===== config.mk =====
export PLATFORM = sky130hd
export DESIGN_NAME = pmp_region_match
export DESIGN_NICKNAME = d
export VERILOG_FILES = /design/src/rtl/pmp_pkg.sv /design/src/rtl/pmp_region_match.sv
export SDC_FILE = /design/constraint.sdc
export NUM_CORES = 1
export LEC_CHECK = 0
export BUFFER_PORTS_ARGS = -buffer_cell sky130_fd_sc_hd__buf_2
export CAP_MARGIN = 10
export CORE_UTILIZATION = 34
export DETAILED_ROUTE_END_ITERATION = 10
export GPL_TIMING_DRIVEN = 0
export PLACE_DENSITY = 0.93
export SLEW_MARGIN = 15
export SYNTH_ARGS = -nofsm -noshare
export SYNTH_HDL_FRONTEND = slang
export SYNTH_SLANG_ARGS = --single-unit

===== constraint.sdc =====
create_clock -name vclk -period 2.1
set_clock_uncertainty 0.1 [all_clocks]
set_input_delay 0.105 -clock vclk [all_inputs]
set_output_delay 0.105 -clock vclk [all_outputs]
set_load 0.05 [all_outputs]

===== src/rtl/pmp_pkg.sv =====
package pmp_pkg;
  localparam logic [1:0] ACC_FETCH = 2'd0;
  localparam logic [1:0] ACC_LOAD  = 2'd1;
  localparam logic [1:0] ACC_STORE = 2'd2;

  localparam logic [1:0] PRIV_U = 2'd0;
  localparam logic [1:0] PRIV_S = 2'd1;
  localparam logic [1:0] PRIV_M = 2'd3;

  localparam logic [1:0] MODE_OFF   = 2'd0;
  localparam logic [1:0] MODE_TOR   = 2'd1;
  localparam logic [1:0] MODE_PAGE  = 2'd2;
  localparam logic [1:0] MODE_NAPOT = 2'd3;

  // configuration byte field positions (software-visible)
  localparam int CFG_R    = 0;
  localparam int CFG_W    = 1;
  localparam int CFG_X    = 2;
  localparam int CFG_MLO  = 3;
  localparam int CFG_MHI  = 4;
  localparam int CFG_LOCK = 7;

  typedef struct packed {
    logic       lock;
    logic [1:0] mode;
    logic       x;
    logic       w;
    logic       r;
  } entry_cfg_t;
endpackage


===== src/rtl/pmp_region_match.sv =====
module pmp_region_match
  import pmp_pkg::*;
#(
  parameter int ADDR_W    = 32,
  parameter int PAGE_BITS = 12
) (
  input  logic [1:0]        mode_i,
  input  logic [ADDR_W-3:0] base_i,
  input  logic [ADDR_W-1:0] addr_i,
  output logic              hit_o
);
  localparam int WW   = ADDR_W - 2;
  localparam int GRAN = PAGE_BITS - 2;

  logic [WW-1:0] word, base_inc, care_napot, care_page, care;
  logic          unused_addr_lsb;

  assign word            = addr_i[ADDR_W-1:2];
  assign base_inc        = base_i + WW'(1);
  assign unused_addr_lsb = ^addr_i[1:0];

  always_comb begin
    // trailing ones plus the next zero are don't-care
    care_napot = ~(base_i ^ base_inc);
    care_napot[GRAN-1:0] = '0;
    care_page  = '1;
    care_page[GRAN-1:0] = '0;
    unique case (mode_i)
      MODE_NAPOT: care = care_napot;
      MODE_PAGE:  care = care_page;
      default:    care = '0;
    endcase
    hit_o = (mode_i == MODE_NAPOT || mode_i == MODE_PAGE) &&
            ((word & care) == (base_i & care));
  end
endmodule


Word level (Yosys, flattened, before mapping)

Cells that the tools add are included.

Bits in registers: 0
Latch bits: 0
Memory bits (writable): 0
ROM bits: 0
Bits of input ports: 64
Logic and storage cells: 11
Memories: 0

$add $sub $neg: 1
$mul: 0
Div/mod/pow operators: 0
Order comparisons: 0
Equal/unequal tests: 3
Shift-type cells: 0
Muxes and demuxes: 1
Bitwise operators: 4
Reduce and logical (&&, ||, !) cells: 2

Operators with widths:

| operator                                       | count |
|---|---|
| bitwise AND 30 bit                             | 2 |
| one-hot mux 30 bit (2 select lines)            | 1 |
| adder 30 x 1 -> 30 bit (second input constant) | 1 |
| == test 30 bit                                 | 1 |
| NOT 30 bit                                     | 1 |
| bitwise XOR 30 bit                             | 1 |
| == test 2 bit (second input constant)          | 2 |
| logical AND 1 bit                              | 1 |
| logical OR 1 bit                               | 1 |

Logic depth before layout (Yosys ltp)

Depth in word-level cells: 7
Mapped depth: 6

Worst setup path after synthesis

OpenSTA, ideal clock, no wires.

Path type: input to output
Start: input port base_i[6]
End: output port hit_o
Arrival: 2.169 ns
Required time: 1.895 ns
Path slack: -0.274 ns
Cell stages on the path: 6
Path buffers: 0
Cells stage by stage: nand4_1 > or4_4 > nor4_4 > o21ai_1 > o41ai_1 > nor3b_2

Cells in the longest elaborated chain, start to end: 7

RTL lines:

| what                                | line                   | source |
|---|---|---|
| start, declared                     | pmp_region_match.sv:8  | `input logic [ADDR_W-3:0] base_i,` |
| adder 30 x 1 -> 30 bit              | pmp_region_match.sv:19 | `assign base_inc = base_i + WW'(1);` |
| bitwise XOR 30 bit                  | pmp_region_match.sv:24 | `care_napot = ~(base_i ^ base_inc);` |
| NOT 30 bit                          | pmp_region_match.sv:24 |  |
| one-hot mux 30 bit (2 select lines) | pmp_region_match.sv:28 | `unique case (mode_i)` |
| bitwise AND 30 bit                  | pmp_region_match.sv:34 | `((word & care) == (base_i & care));` |
| == test 30 bit *                    | pmp_region_match.sv:34 |  |
| logical AND 1 bit *                 | pmp_region_match.sv:33 | `hit_o = (mode_i == MODE_NAPOT \|\| mode_i == MODE_PAGE) &&` |
| end, declared                       | pmp_region_match.sv:10 | `output logic hit_o` |

Mark *: on every way between the ends. The rest lies on a longest branch, timed or not.

Worst setup path after layout

Same ends and word-level chain as after synthesis.

==> results.ini <==
[timing]
grt_setup_unrepaired=true
relSlewSlack_pct=76.1
clock.fmax_ghz=0.477
drv_slew=0
fin_crit_sh_pct=99.8
finalHoldViolations=0
period_needed_ps=2100
tightest_slew_ps=355
finalSetupViolCount=0
fin_setup_tns_ps=0

[setup_path]
critPathCaptureType=primary output
critPathMaxFanout=3
crit_type=input pin to primary output
worstPathArrival_ps=1890
cp_cell_sequence=buf_6 -> nand4_1 -> or4_4 -> nor3_4 -> a21oi_2 -> o41ai_2 -> nor3b_4 -> buf_6
slowest_delay_ps=620
cp_num_buf_inv=2
worstSetupStartpointType=input pin
critical_path.slowest_cell=or4_4
crit_top_cell=buf_6
crit_family=simple AND/OR/NAND/NOR gates
required_ps=1890

[detailed_routing]
final_antenna_net_count=0
routed_wl_um=1860
viasPerCell=5.56
vias=812
drt-pass1-iter-count=4
drc_errors=0
drt_iter0_markers=7
wire_per_inst_um=12.7

[pwr]
p_per_area_mw_per_mm2=173
power_mw=0.169
p_leak_nw=0.456
peakVddDrop_mv=0.0919

[yosys]
synthesis.area_um2=512
synthCells=72
syn_area_per_cell_um2=7.11
syn-num-nets=136
seq_area_frac_synth_pct=0
synth_cell_types=29
ys_warn_count=0

[grt]
grt_max_degree=6
antenna_found_initial=0
grt_pass1_wl_um=2650
grt_pass1_vias=761
grt.total_usage_pct=22.9
grt-ovfl-total=0

[die]
core_region_area_mm2=0.00135
rows=13
start_util_pct=37.9
dieWidth_um=40.8
io_pins=65
die_h_um=40.8
dieArea_mm2=0.00166

[cells_and_area]
layout-drive-gt1-share_pct=52.7
clkbuf_count=0
fill_cells=109
stdcell_area_um2=980
register_area_um2=0
area_growth_pct=91.4
antenna_cells=0
nets=197
design.seq.count=0

[min_path]
worstHoldPathCells=4
min_to=hit_o
hold_start=mode_i[1]
hp-class=input pin to primary output

[placed_design]
io_buffers=53
post_dp_cell_area_um2=802
place_congestion=0.810
hpwl_um=1440

[job]
cap_violations=0

[run_status]
status=completed

[layer usage]
| layer | up-vias | GRT usage [%] | share of wire, % |
|---|---|---|---|
| li1 | 398 | - | - |
| met1 | 371 | 18.3 | 33 |
| met2 | 41 | 57.4 | 62 |
| met3 | 2 | 0.543 | 4.5 |
| met4 | 0 | 0 | 0.86 |
| met5 | - | 0 | 0 |
[synthesized netlist by cell type (2+ instances only)]
| master | number | area [um^2] |
|---|---|---|
| a21oi_1 | 2 | 10.0 |
| inv_1 | 3 | 11.3 |
| nand2_1 | 8 | 30.0 |
| nand3_1 | 3 | 15.0 |
| nand4_1 | 7 | 43.8 |
| nor2_1 | 3 | 11.3 |
| nor3_1 | 3 | 15.0 |
| nor4_1 | 2 | 12.5 |
| o211ai_1 | 2 | 15.0 |
| o21ai_0 | 2 | 10.0 |
| xnor2_1 | 7 | 61.3 |
| xor2_1 | 13 | 114 |
[through the flow]
step	worst slack, ps	hold slack (ps)	utilization (%)	std cells
after floorplan	21.9	347	-	72
after global placement	-131	620	59.4	140
after detailed placement	-245	636	59.4	140
after CTS	-32.2	587	68.4	144
after global routing	-117	607	72.6	146
final	4.99	583	72.6	146
[power by group]
group	total, mW	switching (mW)	internal (mW)
clock network	0	0	0
logic	0.169	0.0751	0.0944
registers	0	0	0
[logic make-up (layout without fill, tap and decap cells)]
logic type | count (synthesis) | in the layout | synth area share [%]
AOI/OAI and AO/OA | 16 | 16 | 23.2
xor gates and xnor gates | 20 | 20 | 34.2
and+or+nand+nor | 33 | 33 | 40.3
buffers and inverters | 3 | 62 | 2.20
[timing repair]
| item | in CTS | in global routing |
|---|---|---|
| buffers inserted | 4 | 2 |
| endpoints found under the setup margin | 1 | 1 |
| hold buffers | 0 | 0 |
| resized for setup | 21 | 7 |
| pin swaps | 7 | 4 |
[cell type report]
class	count	area [um^2]	area share, %
Inverter	3	11.3	1.15
Multi-Input combinational cell	69	544	55.6
Tap cell	15	18.8	1.92
Timing Repair Buffer	59	405	41.4
[worst max path at each step]
| stage | startpoint | endpoint | slack (ps) | cells after the start |
|---|---|---|---|---|
| floorplan | base_i[14] | hit_o | 20 | 6 |
| global placement | base_i[14] | hit_o | -130 | 8 |
| detailed placement | base_i[14] | hit_o | -240 | 8 |
| CTS | base_i[2] | hit_o | -30 | 8 |
| global route | base_i[6] | hit_o | -120 | 8 |
| finish | base_i[6] | hit_o | 5 | 8 |
[placed cells by master, fill, tap and decap left out, drive strengths merged, types with 3 or more instances in the layout]
cell,count
inv,3
nor2,3
xor2,13
nor4,3
nand3,3
nor3,3
nand2,8
nand4,8
xnor2,7
buf,59
o21ai,3
No activity file was read; power rests on OpenSTA's default activity.
